`src/rtl/irqc_pkg.sv`:
```
`timescale 1ns/1ps
package irqc_pkg;
    localparam int NSRC    = 3;
    localparam int SRC_EXT = 0;
    localparam int SRC_TMR = 1;
    localparam int SRC_CHG = 2;

    localparam logic [1:0] ADDR_CTRL = 2'd0;
    localparam logic [1:0] ADDR_CLR  = 2'd1;
    localparam logic [1:0] ADDR_MASK = 2'd2;
    localparam logic [1:0] ADDR_LOAD = 2'd3;

    localparam int CTRL_W = 9;

    // Packed with the most significant field first; bit 0 is pin_en.
    typedef struct packed {
        logic gie_lo;
        logic gie_hi;
        logic tmr_wide;
        logic pin_rise;
        logic chg_prio;
        logic tmr_prio;
        logic chg_en;
        logic tmr_en;
        logic pin_en;
    } ctrl_t;

    typedef enum logic [1:0] {
        ARB_IDLE = 2'd0,
        ARB_HIGH = 2'd1,
        ARB_LOW  = 2'd2
    } arb_state_t;
endpackage

```
`src/rtl/irqc_edge_detect.sv`:
```
`timescale 1ns/1ps
module irqc_edge_detect #(
    parameter int W = 1
) (
    input  logic         clk,
    input  logic         rst_n,
    input  logic [W-1:0] pin_i,
    output logic [W-1:0] rise_o,
    output logic [W-1:0] fall_o
);
    logic [W-1:0] meta_q;
    logic [W-1:0] sync_q;
    logic [W-1:0] ref_q;

    // One two-flop synchroniser plus one reference flop for each pin.
    // The reference always updates, whether or not the pin is masked.
    for (genvar i = 0; i < W; i++) begin : g_pin
        always_ff @(posedge clk or negedge rst_n) begin
            if (!rst_n) begin
                meta_q[i] <= 1'b0;
                sync_q[i] <= 1'b0;
                ref_q[i]  <= 1'b0;
            end else begin
                meta_q[i] <= pin_i[i];
                sync_q[i] <= meta_q[i];
                ref_q[i]  <= sync_q[i];
            end
        end
        assign rise_o[i] = sync_q[i] & ~ref_q[i];
        assign fall_o[i] = ~sync_q[i] & ref_q[i];
    end
endmodule

```
`src/rtl/irqc_timer.sv`:
```
`timescale 1ns/1ps
module irqc_timer #(
    parameter int W = 16
) (
    input  logic         clk,
    input  logic         rst_n,
    input  logic         tick_i,
    input  logic         wide_i,
    input  logic         load_i,
    input  logic [W-1:0] load_val_i,
    output logic [W-1:0] cnt_o,
    output logic         ovf_o
);
    localparam int HALF = W / 2;

    logic [W-1:0] cnt_q;
    logic [W-1:0] cnt_inc;

    always_comb begin
        if (wide_i) cnt_inc = cnt_q + 1'b1;
        else        cnt_inc = {cnt_q[W-1:HALF], cnt_q[HALF-1:0] + 1'b1};
    end

    assign ovf_o = tick_i && !load_i && (wide_i ? (&cnt_q) : (&cnt_q[HALF-1:0]));

    always_ff @(posedge clk or negedge rst_n) begin
        if (!rst_n)      cnt_q <= '0;
        else if (load_i) cnt_q <= load_val_i;
        else if (tick_i) cnt_q <= cnt_inc;
    end

    assign cnt_o = cnt_q;

    p_wrap8_r5: assert property (@(posedge clk) disable iff (!rst_n)
        (ovf_o && !wide_i) |=> (cnt_q[HALF-1:0] == '0));
    p_wrap16_r6: assert property (@(posedge clk) disable iff (!rst_n)
        (ovf_o && wide_i) |=> (cnt_q == '0));
endmodule

```
`src/rtl/irqc_arbiter.sv`:
```
`timescale 1ns/1ps
module irqc_arbiter
    import irqc_pkg::*;
(
    input  logic            clk,
    input  logic            rst_n,
    input  logic [NSRC-1:0] flags_i,
    input  logic [NSRC-1:0] en_i,
    input  logic [NSRC-1:0] prio_hi_i,
    input  logic            gie_hi_i,
    input  logic            gie_lo_i,
    input  logic            sleep_i,
    output logic            irq_hi_o,
    output logic            irq_lo_o,
    output logic            wake_o
);
    arb_state_t      state_q, state_d;
    logic [NSRC-1:0] pend;
    logic            grant_hi, grant_lo;

    assign pend     = flags_i & en_i;
    assign grant_hi = gie_hi_i && |(pend & prio_hi_i);
    assign grant_lo = gie_hi_i && gie_lo_i && |(pend & ~prio_hi_i) && !grant_hi;

    always_comb begin
        state_d = state_q;
        unique case (state_q)
            ARB_IDLE: begin
                if (grant_hi)      state_d = ARB_HIGH;
                else if (grant_lo) state_d = ARB_LOW;
            end
            ARB_HIGH: begin
                if (!grant_hi) state_d = grant_lo ? ARB_LOW : ARB_IDLE;
            end
            ARB_LOW: begin
                if (grant_hi)      state_d = ARB_HIGH;
                else if (!grant_lo) state_d = ARB_IDLE;
            end
            default: state_d = ARB_IDLE;
        endcase
    end

    always_ff @(posedge clk or negedge rst_n) begin
        if (!rst_n) state_q <= ARB_IDLE;
        else        state_q <= state_d;
    end

    always_comb begin
        irq_hi_o = (state_q == ARB_HIGH);
        irq_lo_o = (state_q == ARB_LOW);
        wake_o   = sleep_i && (|pend);
    end

    p_excl_r10: assert property (@(posedge clk) disable iff (!rst_n)
        !(irq_hi_o && irq_lo_o));
    p_hi_blocks_lo_r10: assert property (@(posedge clk) disable iff (!rst_n)
        grant_hi |=> !irq_lo_o);
    p_pin_high_r4: assert property (@(posedge clk) disable iff (!rst_n)
        (flags_i[SRC_EXT] && en_i[SRC_EXT] && gie_hi_i) |=> irq_hi_o);
endmodule

```
`src/rtl/irqc_top.sv`:
```
`timescale 1ns/1ps
module irqc_top
    import irqc_pkg::*;
#(
    parameter int PORT_W = 4,
    parameter int TMR_W  = 16
) (
    input  logic              clk,
    input  logic              rst_n,
    input  logic              ext_pin_i,
    input  logic [PORT_W-1:0] port_pins_i,
    input  logic              tmr_tick_i,
    input  logic              sleep_i,
    input  logic              wr_en_i,
    input  logic [1:0]        wr_addr_i,
    input  logic [TMR_W-1:0]  wr_data_i,
    output logic              irq_hi_o,
    output logic              irq_lo_o,
    output logic              wake_o,
    output logic [NSRC-1:0]   flags_o,
    output logic [TMR_W-1:0]  tmr_cnt_o
);
    ctrl_t             ctrl_q;
    logic [PORT_W-1:0] mask_q;
    logic [NSRC-1:0]   flags_q;
    logic [NSRC-1:0]   set_vec, clr_vec, en_vec, prio_vec;
    logic              pin_rise, pin_fall, tmr_ovf, load;
    logic [PORT_W-1:0] port_rise, port_fall;

    irqc_edge_detect #(.W(1)) u_pin_det (
        .clk(clk), .rst_n(rst_n), .pin_i(ext_pin_i),
        .rise_o(pin_rise), .fall_o(pin_fall)
    );

    irqc_edge_detect #(.W(PORT_W)) u_port_det (
        .clk(clk), .rst_n(rst_n), .pin_i(port_pins_i),
        .rise_o(port_rise), .fall_o(port_fall)
    );

    assign load = wr_en_i && (wr_addr_i == ADDR_LOAD);

    irqc_timer #(.W(TMR_W)) u_timer (
        .clk(clk), .rst_n(rst_n), .tick_i(tmr_tick_i), .wide_i(ctrl_q.tmr_wide),
        .load_i(load), .load_val_i(wr_data_i), .cnt_o(tmr_cnt_o), .ovf_o(tmr_ovf)
    );

    assign set_vec[SRC_EXT] = ctrl_q.pin_rise ? pin_rise : pin_fall;
    assign set_vec[SRC_TMR] = tmr_ovf;
    assign set_vec[SRC_CHG] = |((port_rise | port_fall) & mask_q);
    assign clr_vec = (wr_en_i && wr_addr_i == ADDR_CLR) ? wr_data_i[NSRC-1:0] : '0;

    always_ff @(posedge clk or negedge rst_n) begin
        if (!rst_n) begin
            ctrl_q  <= '0;
            mask_q  <= '0;
            flags_q <= '0;
        end else begin
            flags_q <= (flags_q & ~clr_vec) | set_vec;
            if (wr_en_i && wr_addr_i == ADDR_CTRL) ctrl_q <= ctrl_t'(wr_data_i[CTRL_W-1:0]);
            if (wr_en_i && wr_addr_i == ADDR_MASK) mask_q <= wr_data_i[PORT_W-1:0];
        end
    end

    assign en_vec   = {ctrl_q.chg_en, ctrl_q.tmr_en, ctrl_q.pin_en};
    assign prio_vec = {ctrl_q.chg_prio, ctrl_q.tmr_prio, 1'b1};

    irqc_arbiter u_arb (
        .clk(clk), .rst_n(rst_n), .flags_i(flags_q), .en_i(en_vec),
        .prio_hi_i(prio_vec), .gie_hi_i(ctrl_q.gie_hi), .gie_lo_i(ctrl_q.gie_lo),
        .sleep_i(sleep_i), .irq_hi_o(irq_hi_o), .irq_lo_o(irq_lo_o), .wake_o(wake_o)
    );

    assign flags_o = flags_q;

    for (genvar i = 0; i < NSRC; i++) begin : g_sticky
        p_sticky_r3: assert property (@(posedge clk) disable iff (!rst_n)
            (flags_q[i] && !clr_vec[i]) |=> flags_q[i]);
    end

    p_mask_gate_r8: assert property (@(posedge clk) disable iff (!rst_n)
        (mask_q == '0) |=> !$rose(flags_q[SRC_CHG]));
endmodule

```
`config.mk`:
```
export PLATFORM = sky130hd
export DESIGN_NAME = irqc_top
export DESIGN_NICKNAME = d
export VERILOG_FILES = /design/src/rtl/irqc_pkg.sv /design/src/rtl/irqc_edge_detect.sv /design/src/rtl/irqc_timer.sv /design/src/rtl/irqc_arbiter.sv /design/src/rtl/irqc_top.sv
export SDC_FILE = /design/constraint.sdc
export NUM_CORES = 1
export LEC_CHECK = 0
export ABC_AREA = 1
export BUFFER_PORTS_ARGS = -buffer_cell sky130_fd_sc_hd__clkbuf_2
export CAP_MARGIN = 20
export CORE_MARGIN = 2
export CORE_UTILIZATION = 45
export DETAILED_ROUTE_END_ITERATION = 10
export GPL_TIMING_DRIVEN = 0
export PLACE_DENSITY = 0.76
export SLEW_MARGIN = 20
export SYNTH_ARGS = -nofsm -noshare
export SYNTH_HDL_FRONTEND = slang
export SYNTH_SLANG_ARGS = --single-unit
export TNS_END_PERCENT = 1
```
`constraint.sdc`:
```
create_clock -name clk -period 2.9 [get_ports clk]
set_input_delay 0.29 -clock clk [delete_from_list [all_inputs] [get_ports clk]]
set_output_delay 0.29 -clock clk [all_outputs]
set_load 0.05 [all_outputs]
```
==> results of run 1 <==
metal layers:
layer / part of all wire / vias up
met4: 0.014 / 0
met2: 0.49 / 48
met5: 0 / -
met1: 0.45 / 978
met3: 0.043 / 7
li1: - / 1032
power by group:
| part | internal, uW | total (uW) | switching (uW) |
|---|---|---|---|
| sequential | 787 | 907 | 120 |
| clock | 265 | 512 | 248 |
| combinational | 171 | 630 | 459 |
placed cells by master, fill, tap and decap left out, drive strengths merged, types with 5 or more instances in the layout:
| master | netlist | routed |
|---|---|---|
| a21oi | 6 | 6 |
| inv | 39 | 40 |
| nand3 | 21 | 21 |
| dfrtp | 49 | 49 |
| clkbuf | 0 | 54 |
| xor2 | 5 | 5 |
| o21ai | 25 | 25 |
| nand2 | 97 | 97 |
| nand4 | 6 | 6 |
| nor2 | 21 | 21 |
final cells by class:
| class | instances | area (um^2) |
|---|---|---|
| fillers | 496 | 2270 |
| multi-input cells | 197 | 990 |
| inverters | 39 | 146 |
| repair buffers | 49 | 248 |
| flip-flops and latches | 49 | 1230 |
| plain buffers | 3 | 21.3 |
| well taps | 70 | 87.6 |
| clock inverters | 3 | 50.0 |
| clock buffers | 5 | 68.8 |
kinds of logic (layout without fill, tap and decap cells):
kind of cell	Yosys count	in the layout	synth area share
buffers and inverters	42	99	0.0703
DFF	49	49	0.514
xor gates and xnor gates	5	5	0.0184
muxes	3	3	0.0142
and+or+nand+nor	149	149	0.286
AOI/OAI and AO/OA	39	39	0.0919
adders and majority gates	1	1	0.00525
flip-flops by register name, indices dropped and copies added (netlist names):
| register | flops |
|---|---|
| ctrl_q | 9 |
| flags_o | 3 |
| mask_q | 4 |
| u_arb.state_q | 2 |
| u_pin_det.meta_q | 1 |
| u_pin_det.ref_q | 1 |
| u_pin_det.sync_q | 1 |
| u_port_det.meta_q | 4 |
| u_port_det.ref_q | 4 |
| u_port_det.sync_q | 4 |
| u_timer.cnt_o | 16 |
worst paths after layout:
check,from,endpoint,slack (ns),cells past startpoint
setup / recovery,flags_o[0],wake_o,1.34,5
hold / removal,rst_n,u_port_det.meta_q[2],0.02,1
setup reg to reg,u_timer.cnt_o[0],u_timer.cnt_o[4],1.43,6
hold reg to reg,u_pin_det.meta_q,u_pin_det.sync_q,0.36,0
max in group asynchronous,rst_n,u_timer.cnt_o[10],2.44,1
min in group clk,port_pins_i[0],u_port_det.meta_q[0],0.07,1
metrics by stage:
stage | setup slack [ns] | util | area [um^2]
3_5_place_dp | 1.44 | 0.532 | 2720
5_1_grt | 1.28 | 0.556 | 2840
3_3_place_gp | 1.48 | 0.532 | 2720
6_report | 1.34 | 0.556 | 2840
2_1_floorplan | 1.30 | - | 2380
4_1_cts | 1.35 | 0.556 | 2840
==> run summary, run 1 <==
===========================================================================
Result of the run                                                 completed
Synthesis-to-layout area growth                                       19.1%
Drt via density                                                        4.98
Flops & latches, synth                                                   49
IO buf count                                                             49
Routed WL per cell                                                  12.8 um
Number of maximum-capacitance constraint violations                       0
Share of the yosys chip area belonging to registers                   0.514
Critical-path maximum fanout                                              3
Setup repair after global routing missed its margin                   false
Number of setup violations in the final report                            0
Worst Hold Class                                               input port to async pin
Total count of max-transition violations in the final report              0
Buffers plus inverters on the worst setup path                            2
Critical path's most frequent cell                             sky130_fd_sc_hd__nand2_1
Dominant register cell in the synthesized netlist              sky130_fd_sc_hd__dfrtp_1
Residual DRC count                                                        0
M1 GR Usage                                                           0.253
Aggregate negative setup slack                                         0 ns
Die Y                                                               76.8 um
Data required time of the critical path                             2.61 ns
Final worst path period share                                         0.538
Min Tclk post-route                                                 1.56 ns
Placed cell count                                                       407
Biggest cell delay along the critical path                          0.42 ns
Post-synth top cells                                           sky130_fd_sc_hd__nand2_1 (90), sky130_fd_sc_hd__dfrtp_1 (49), sky130_fd_sc_hd__inv_1 (36), sky130_fd_sc_hd__nand3_1 (20), sky130_fd_sc_hd__o21ai_0 (20)
Total power after layout                                            2050 uW
Sink Count                                                               49
Starting density of the core                                          0.467
Kind of cell adding the most delay to the critical path          flip-flops
Depth of the CTS H-tree                                                   2
CTS resizes                                                               0
CTS tree                                                               done
Fraction of met2 tracks used by global routing                        0.332
Top cells by area in the synthesized netlist                   sky130_fd_sc_hd__dfrtp_1 (51%), sky130_fd_sc_hd__nand2_1 (14%), sky130_fd_sc_hd__inv_1 (5.7%)
GRT Util Overall                                                      0.196
Clock insertion delay at the later pin of the skew report           0.31 ns
Number of global-route vias before repair                              2001
Net count after synthesis                                               317
Maximum number of pins on one net before global-route repair             50
Top Ports                                                                50
Final non-filler cell total                                             415
Crit path launch type                                                  flop
Critical Setup Path Class                                      flop to output pin
Worst supply voltage drop on vdd                                   0.349 mV
Final antenna diode count                                                 0
Final hold slack                                                  0.0202 ns
Core Rows                                                                26
Met3 GRT Util                                                        0.0353
Clock skew                                                        0.0129 ns
Post-synth design cell area                                    0.00238 mm^2
Dpl hpwl                                                            3.94 mm
First-pass GRT wire length                                          9.40 mm
Reg clk slew, reported paths                                        0.10 ns
Fraction of final layout cells sized beyond drive strength 1          0.243
Detailed-router iteration count before antenna repair                     4
Post-synth EDFFs                                                          0
Placer's final routability congestion estimate                        0.887
Arrival time of data at the critical path endpoint                  1.27 ns
Count of buffers added by post-CTS timing repair for setup                0
Dominant cell by count in the synthesized netlist              sky130_fd_sc_hd__nand2_1
Ys async rst share                                                     1.00
Number of nets in the layout                                            373
Drt first-iter violations                                               117
Maximum root-to-sink buffer count                                         2
Most area-hungry cell type in the Yosys netlist                sky130_fd_sc_hd__dfrtp_1
Number of buffers created by CTS                                          5
Aggregate global routing overflow                                         0
Worst Setup End Kind                                             output pin
Clk root buf                                                   sky130_fd_sc_hd__clkbuf_8
Slowest CP cell                                                sky130_fd_sc_hd__dfrtp_1
Cells after Synth                                                       288
Final wirelength                                                    5.32 mm
Yosys synthesis warning count                                             0
Leakage power figure                                             0.00148 uW
Ordered list of cells on the worst path                        nand2_1 > nand3_1 > nand2_1 > inv_1 > clkbuf_2
Post-synthesis cell type count                                           27
Top achievable clock speed                                          641 MHz
Transition at the pin with the smallest max-transition slack       0.648 ns
Post-synth top area share                                             0.514
Initial antenna violation count                                           0
Synthesized area per cell                                         8.28 um^2
Core area                                                      0.00511 mm^2
Full die area                                                  0.00590 mm^2
Cts hold-fix bufs                                                         0
Hold violation total from the final report                                0
Ratio of total power to cell area                               722 mW/mm^2
Detail Route Antenna Nets                                                 0
Routed via count                                                       2065
Worst rel slew slack                                                  0.568
Die X                                                               76.8 um
Peak-usage layer in the global routing report                          met2
===========================================================================
No activity file was read; power rests on OpenSTA's default activity.
==> run 2: changes to the inputs <==
--- a/config.mk
+++ b/config.mk
@@ -5,14 +5,14 @@
 export SDC_FILE = /design/constraint.sdc
 export NUM_CORES = 1
 export LEC_CHECK = 0
-export ABC_AREA = 1
+export ABC_AREA = 0
 export BUFFER_PORTS_ARGS = -buffer_cell sky130_fd_sc_hd__clkbuf_2
 export CAP_MARGIN = 20
 export CORE_MARGIN = 2
 export CORE_UTILIZATION = 45
 export DETAILED_ROUTE_END_ITERATION = 10
 export GPL_TIMING_DRIVEN = 0
-export PLACE_DENSITY = 0.76
+export PLACE_DENSITY = 0.77
 export SLEW_MARGIN = 20
 export SYNTH_ARGS = -nofsm -noshare
 export SYNTH_HDL_FRONTEND = slang
==> constraint.sdc (replaced) <==
create_clock -name clk -period 1.6 [get_ports clk]
set_input_delay 0.16 -clock clk [delete_from_list [all_inputs] [get_ports clk]]
set_output_delay 0.16 -clock clk [all_outputs]
set_load 0.05 [all_outputs]
==> run 2 against run 1 <==
Effect of this change: clock-buffer cell count up 1; via count down 19%; critical path depth down 1; synthesized cell count down 33%; area after synthesis down 9.1%; clock skew down 0.0081 ns; register-to-register slack worse by 1.4 ns; cell area down 5.3%; die area down 8.7%; utilization up 1.7 points; sequential share of layout area up 2.6 points; hold slack better by 0.043 ns.
==> run summary, run 2 <==
=====================================================================================
Area of combinational cells with multiple inputs                             951 um^2   -3.9%
Top Ports                                                                          50   unchanged
Maximum number of pins on one net before global-route repair                       50   unchanged
Worst r2r path cells                                                                4   -2
Transition at the pin with the smallest max-transition slack                 0.641 ns   -0.00777 ns
Residual DRC count                                                                  0   unchanged
Setup repair after global routing missed its margin                              true
Total power after layout                                                      3560 uW   +74%
Clk root buf                                                             sky130_fd_sc_hd__clkbuf_8
Placer's final routability congestion estimate                                  0.837   -5.6%
Number of nets in the layout                                                      284   -24%
Aggregate global routing overflow                                                   0   unchanged
CTS tree                                                                         done
Dominant register cell in the synthesized netlist                        sky130_fd_sc_hd__dfrtp_1
Final wirelength                                                              4.73 mm   -11%
Ratio of total power to cell area                                        1330 mW/mm^2   +84%
Critical Setup Path Class                                                flop to flop
Fraction of final layout cells sized beyond drive strength 1                    0.332   +0.0886
Reg clk slew, reported paths                                                  0.08 ns   -0.02 ns
Die Y                                                                         73.4 um   -4.4%
Die X                                                                         73.4 um   -4.4%
Result of the run                                                           completed
Number of maximum-capacitance constraint violations                                 0   unchanged
Drt via density                                                                  5.41   +8.7%
Final hold slack                                                            0.0628 ns   +0.0426 ns
Hold violation total from the final report                                          0   unchanged
Net count after synthesis                                                         222   -30%
Final worst path period share                                                   0.961
Leading cell types in the layout, fill and taps excluded                 sky130_fd_sc_hd__clkbuf_2 (48), sky130_fd_sc_hd__dfrtp_1 (46), sky130_fd_sc_hd__nand2_1 (25)
Top cells by area in the synthesized netlist                             sky130_fd_sc_hd__dfrtp_1 (57%), sky130_fd_sc_hd__mux2_2 (5.7%), sky130_fd_sc_hd__nand2_1 (4.3%)
Crit path launch type                                                            flop
Routed via count                                                                 1676   -19%
Synthesized area per cell                                                   11.2 um^2   +36%
Most frequent standard cell in the layout excluding fill and tap cells   sky130_fd_sc_hd__clkbuf_2
Synthesis-to-layout area growth                                                 24.1%
Ys async rst share                                                               1.00   unchanged
Fillers                                                                           408   -18%
Flip-flop count of the largest register after layout                               16   unchanged
Final antenna diode count                                                           0   unchanged
GRT Util Overall                                                                0.189   -0.00655
Starting density of the core                                                    0.462   -0.00508
Sink Count                                                                         49   unchanged
Post-synth design cell area                                              0.00217 mm^2   -9.1%
Depth of the worst hold-timing path                                                 2
Post-synthesis cell type count                                                     35   +30%
Clock skew                                                                 0.00484 ns   -0.00811 ns
Worst supply voltage drop on vdd                                             0.838 mV   +140%
Full die area                                                            0.00538 mm^2   -8.7%
Number of buffers created by CTS                                                    5   unchanged
Storage cell area                                                        0.00123 mm^2   +0.31%
First-pass GRT wire length                                                    7.65 mm   -19%
Share of the yosys chip area belonging to registers                             0.566   +0.0517
Drt first-iter violations                                                         111   -5.1%
Post-synth EDFFs                                                                    0   unchanged
Total count of max-transition violations in the final report                        0   unchanged
Final cell area excluding filler cells                                   0.00269 mm^2   -5.3%
Most area-hungry cell type in the Yosys netlist                          sky130_fd_sc_hd__dfrtp_1
Met1 layer wirelength in the final routing                                    2.10 mm   -13%
Min Tclk post-route                                                           1.54 ns
Highest routed metal layer                                                       met4
Dominant cell by count in the synthesized netlist                        sky130_fd_sc_hd__dfrtp_1
Number of global-route vias before repair                                        1644   -18%
Dpl hpwl                                                                      3.38 mm   -14%
IO buf count                                                                       49   unchanged
Clock insertion delay at the later pin of the skew report                     0.31 ns   about the same
Worst Setup End Kind                                                             flop
Arrival time of data at the critical path endpoint                            1.79 ns   +0.52 ns
Depth of the CTS H-tree                                                             2   unchanged
Routed WL per cell                                                            15.3 um   +19%
Initial antenna violation count                                                     0   unchanged
Top achievable clock speed                                                    650 MHz
Detail Route Antenna Nets                                                           0   unchanged
Post-synth top cells                                                     sky130_fd_sc_hd__dfrtp_1 (49), sky130_fd_sc_hd__nand2_1 (25), sky130_fd_sc_hd__mux2_2 (11), sky130_fd_sc_hd__o21ai_0 (11)
Worst Hold Class                                                         input port to flop
Maximum root-to-sink buffer count                                                   2   unchanged
Leakage power figure                                                       0.00119 uW   -20%
Worst rel slew slack                                                            0.573   +0.00518
Detailed route wirelength on metal3                                            146 um   -36%
Core area                                                                0.00469 mm^2   -8.1%
Yosys synthesis warning count                                                       0   unchanged
Post-synth top area share                                                       0.566   +0.0517
Data required time of the critical path                                       1.85 ns   -0.76 ns
Wire length on met2                                                           2.38 mm   -8.9%
Number of setup violations in the final report                                      0   unchanged
Detailed-router iteration count before antenna repair                               5   +1
Core Rows                                                                          25   -3.8%
Flops & latches, synth                                                             49   unchanged
Critical-path maximum fanout                                                        5   +2
Placement Cell Area                                                      0.00249 mm^2   -8.4%
Cells after Synth                                                                 193   -33%
=====================================================================================
==> run 2: cell count changes after synthesis, sizes merged, moves of 4 or more <==
cell and delta:
inv -33, mux2 +8, nand3 -14, nand2 -72
o21ai -8, nor4 +7, nor2 -13, a21oi -4
xnor2 +7
==> run 2: report_power, final <==
group / leakage, uW / internal [uW] / switching [uW] / total [uW]
Clock: 0.0000456 / 312 / 421 / 733
Sequential: 0.000576 / 1440 / 269 / 1710
Combinational: 0.000571 / 350 / 771 / 1120
==> run 2: worst max-delay path: stages, from the launching register on <==
cell                      delay (ns)
sky130_fd_sc_hd__dfrtp_1        0.43
sky130_fd_sc_hd__nand4_1        0.24
sky130_fd_sc_hd__or4_1          0.55
sky130_fd_sc_hd__mux2i_1        0.15
sky130_fd_sc_hd__a211o_1        0.11
==> run 2: cells by family after synthesis <==
family                     after synthesis  synth area share
adders and majority gates                1           0.00578
AOI/OAI and AO/OA                       30            0.0815
xor gates and xnor gates                15            0.0607
DFF                                     49             0.566
muxes                                   14            0.0711
buffers and inverters                   11            0.0208
and+or+nand+nor                         73             0.194
==> run 2: final cells by class <==
| class | instances | share of cell area |
|---|---|---|
| sequential | 49 | 0.458 |
| multi-input combinational | 133 | 0.354 |
| timing repair buffer | 55 | 0.115 |
| clock buffer | 6 | 0.0270 |
| tap | 54 | 0.0251 |
| buffer | 5 | 0.00838 |
| inverter | 6 | 0.00838 |
| clock inverter | 2 | 0.00512 |
==> run 2: path summary, 6_finish.rpt <==
path | slack, ns | endpoint | start
setup / recovery | 0.06 | u_timer.cnt_o[15] | u_timer.cnt_o[11]
hold / removal | 0.06 | u_timer.cnt_o[15] | wr_data_i[15]
max in group asynchronous | 0.69 | u_timer.cnt_o[10] | rst_n
hold reg to reg | 0.35 | u_pin_det.sync_q | u_pin_det.meta_q
setup reg to reg | 0.06 | u_timer.cnt_o[15] | u_timer.cnt_o[11]
min in group asynchronous | 0.45 | u_pin_det.ref_q | rst_n
==> run 2: layer usage <==
layer | up-vias | track usage
li1 | 810 | -
met2 | 32 | 0.302
met5 | - | 0
met3 | 7 | 0.0398
met1 | 827 | 0.247
met4 | 0 | 0.0889
==> run 2: stage by stage <==
step / setup TNS [ns] / utilization / std cells / setup slack (ns)
after floorplan: -0.689 / - / 193 / -0.141
after global placement: 0 / 0.530 / 296 / 0.0288
after detailed placement: -0.0451 / 0.531 / 296 / -0.0334
after CTS: 0 / 0.569 / 310 / 0.0000125
after global routing: -0.102 / 0.573 / 310 / -0.0497
final: 0 / 0.573 / 310 / 0.0617
==> run 2: timing repair <==
| action | in CTS | in global routing |
|---|---|---|
| hold buffers | 6 | 0 |
| gates resized for setup | 4 | 4 |
| hold endpoints to repair | 54 | 0 |
| pin swaps | 0 | 2 |
| setup endpoints to repair | 2 | 7 |
| buffers inserted | 0 | 0 |
==> run 3: changes to the inputs <==
--- a/config.mk
+++ b/config.mk
@@ -9,10 +9,10 @@
 export BUFFER_PORTS_ARGS = -buffer_cell sky130_fd_sc_hd__clkbuf_2
 export CAP_MARGIN = 20
 export CORE_MARGIN = 2
-export CORE_UTILIZATION = 45
+export CORE_UTILIZATION = 53
 export DETAILED_ROUTE_END_ITERATION = 10
 export GPL_TIMING_DRIVEN = 0
-export PLACE_DENSITY = 0.77
+export PLACE_DENSITY = 0.87
 export SLEW_MARGIN = 20
 export SYNTH_ARGS = -nofsm -noshare
 export SYNTH_HDL_FRONTEND = slang
==> constraint.sdc (replaced) <==
create_clock -name clk -period 1.5 [get_ports clk]
set_input_delay 0.15 -clock clk [delete_from_list [all_inputs] [get_ports clk]]
set_output_delay 0.15 -clock clk [all_outputs]
set_load 0.05 [all_outputs]
==> run 3 against run 2 <==
Effect of this change: the flow now finishes with violations (negative setup slack); sequential share of layout area fell by 0.79 points; global-route usage is 3.7 points higher; worst setup slack worse by 0.090 ns; via count increased by 2.0%; power grew 14%; clock-buffer cell count fell by 1; clock power grew 32%; critical path type unchanged; highest routed layer unchanged.
==> run summary, run 3 (same netlist as run 2, synthesis figures left out) <==
=====================================================================================
Internal                                                                      2440 uW   +16%
Final antenna diode count                                                           0   unchanged
Worst rel slew slack                                                            0.577   +0.00404
Core Rows                                                                          23   -8.0%
CP startpoint                                                            u_timer.cnt_o[10]
Drt first-iter violations                                                         139   +25%
Clock insertion delay at the later pin of the skew report                     0.32 ns   about the same
GRT Util Overall                                                                0.226   +0.0371
Routed WL per cell                                                            15.4 um   +1.0%
Critical Setup Path Class                                                flop to flop
Flip-flop count of the largest register after layout                               16   unchanged
Total count of max-transition violations in the final report                        0   unchanged
Number of nets in the layout                                                      285   +0.35%
Hold violation total from the final report                                          0   unchanged
Worst Setup End Kind                                                             flop
Min Tclk post-route                                                           1.53 ns   -0.0105 ns
Ordered list of cells on the worst path                                  nand4_1 > or4_1 > mux2i_1 > a211o_1
Arrival time of data at the critical path endpoint                            1.78 ns   about the same
Worst supply voltage drop on vdd                                              1.13 mV   +35%
Dpl hpwl                                                                      3.28 mm   -2.8%
Worst r2r path cells                                                                4   unchanged
Slowest CP cell                                                          sky130_fd_sc_hd__or4_1
Die Y                                                                         67.9 um   -7.4%
Biggest cell delay along the critical path                                    0.56 ns   about the same
Critical-path maximum fanout                                                        6   +1
Synthesis-to-layout area growth                                                 27.7%
Most frequent standard cell in the layout excluding fill and tap cells   sky130_fd_sc_hd__clkbuf_2
Depth of the CTS H-tree                                                             2   unchanged
Top achievable clock speed                                                    655 MHz   +0.69%
Residual DRC count                                                                  0   unchanged
Buffers plus inverters on the worst setup path                                      0   unchanged
Aggregate global routing overflow                                                   0   unchanged
Ratio of total power to cell area                                        1460 mW/mm^2   +10%
Setup repair after global routing missed its margin                              true
Maximum number of pins on one net before global-route repair                       50   unchanged
Number of setup violations in the final report                                      1   +1
Data required time of the critical path                                       1.75 ns   -0.10 ns
Transition at the pin with the smallest max-transition slack                 0.635 ns   -0.00606 ns
Maximum root-to-sink buffer count                                                   2   unchanged
Detailed-router iteration count before antenna repair                               4   -1
R2r endpoint                                                             u_timer.cnt_o[15]
Reg clk slew, reported paths                                                  0.09 ns   about the same
Kind of cell adding the most delay to the critical path                  simple AND/OR/NAND/NOR gates
Violated checks                                                          negative setup slack
Sequential share of power                                                       0.459   -0.021
Number of maximum-capacitance constraint violations                                 0   unchanged
CTS tree                                                                         done
Leakage power figure                                                       0.00120 uW   +0.43%
Comb pwr share                                                                  0.301   -0.014
Final worst path period share                                                    1.02   +0.0571
Total stage count of the critical path                                              4   unchanged
Result of the run                                                        finished, violations left
Core area                                                                0.00397 mm^2   -15%
Routed via count                                                                 1710   +2.0%
Die X                                                                         67.9 um   -7.4%
Number of global-route vias before repair                                        1623   -1.3%
Leading cell types in the layout, fill and taps excluded                 sky130_fd_sc_hd__clkbuf_2 (47), sky130_fd_sc_hd__dfrtp_1 (35), sky130_fd_sc_hd__nand2_1 (24)
Fillers                                                                           295   -28%
Placer's final routability congestion estimate                                  0.835   -0.29%
Clock skew                                                                  0.0158 ns   +0.0109 ns
Worst reg-to-reg setup slack                                                 -0.03 ns   -0.09 ns
Relative contribution of the clock network to total power                       0.240   +0.034
Initial antenna violation count                                                     0   unchanged
Sink Count                                                                         49   unchanged
Crit path launch type                                                            flop
Top Ports                                                                          50   unchanged
FF-to-FF Start                                                           u_timer.cnt_o[10]
Worst Hold Class                                                         input port to flop
Detail Route Antenna Nets                                                           0   unchanged
Number of buffers created by CTS                                                    5   unchanged
Drt via density                                                                  5.57   +3.0%
IO buf count                                                                       49   unchanged
Starting density of the core                                                    0.545   +0.0838
Fraction of final layout cells sized beyond drive strength 1                    0.393   +0.0610
Switching Share                                                                 0.397   -0.0131
Clk root buf                                                             sky130_fd_sc_hd__clkbuf_8
Final wirelength                                                              4.73 mm   about the same
Power dissipated by switching net loads                                       1610 uW   +10%
Final worst-path setup slack                                               -0.0278 ns   -0.0895 ns
Setup slack at placement                                                  0.000476 ns   +0.0339 ns
Aggregate negative setup slack                                             -0.0278 ns   -0.0278 ns
Full die area                                                            0.00461 mm^2   -14%
First-pass GRT wire length                                                    7.60 mm   -0.64%
CP Capture Point                                                         u_timer.cnt_o[15]
=====================================================================================
## run 3: layout make-up
class | instances | area (um^2) | share of cell area
Inverter | 6 | 22.5 | 0.00814
Buffer | 5 | 22.5 | 0.00814
Timing Repair Buffer | 56 | 315 | 0.114
Sequential cell | 49 | 1240 | 0.450
Clock buffer | 5 | 68.8 | 0.0249
Clock inverter | 3 | 47.5 | 0.0172
Multi-Input combinational cell | 133 | 982 | 0.355
Tap cell | 50 | 62.6 | 0.0226
## run 3: per-stage QoR
| stage | area [um^2] | total power [uW] | utilization | hold WS [ns] | std cells |
|---|---|---|---|---|---|
| after floorplan | 2210 | 2670 | - | -0.146 | 193 |
| final | 2770 | 4050 | 0.696 | 0.0478 | 307 |
| after global routing | 2770 | 4250 | 0.696 | 0.0533 | 307 |
| after CTS | 2710 | 4010 | 0.683 | 0.0403 | 306 |
| after global placement | 2520 | 2980 | 0.634 | 0.259 | 292 |
| after detailed placement | 2520 | 3020 | 0.635 | 0.239 | 292 |
## run 3: worst min-delay path, delay by kind of cell
family,cells,cell delay (ns)
buffers and inverters,1,0.08
AND/OR/NAND/NOR,1,0.04
AO/OA/AOI/OAI,1,0.05
## run 3: power by group through the flow
stage | Combinational (uW) | Sequential, uW | Clock [uW]
2_1_floorplan | 463 | 2210 | 0
5_1_grt | 1310 | 1890 | 1050
6_report | 1220 | 1860 | 971
4_1_cts | 1190 | 1830 | 989
3_3_place_gp | 1140 | 1840 | 0
3_5_place_dp | 1170 | 1860 | 0
## run 3: how the worst min path moves through the flow
stage                               from              endpoint  slack, ns  cells past startpoint
final                      wr_data_i[11]     u_timer.cnt_o[11]       0.05                      3
after global routing       wr_data_i[15]     u_timer.cnt_o[15]       0.05                      2
after CTS                   wr_data_i[9]      u_timer.cnt_o[9]       0.04                      3
after global placement    port_pins_i[1]  u_port_det.meta_q[1]       0.26                      1
after floorplan                    rst_n             ctrl_q[0]      -0.15                      0
after detailed placement           rst_n  u_port_det.meta_q[2]       0.24                      1
## run 3: timing repair
item                                    4_1_cts  5_1_grt
hold buffers                                  6        0
endpoints found under the hold margin        54        0
buffers inserted                              0        1
pin swaps                                     1        3
endpoints found under the setup margin        2        9
resized for setup                             2        8
## run 3: routing by layer
layer,track usage,vias to the layer above,wire length (um),part of all wire
li1,-,814,-,-
met1,0.309,839,2070,0.44
met2,0.343,49,2310,0.49
met3,0.0625,8,281,0.059
met4,0.0900,0,72,0.015
met5,0,-,0,0
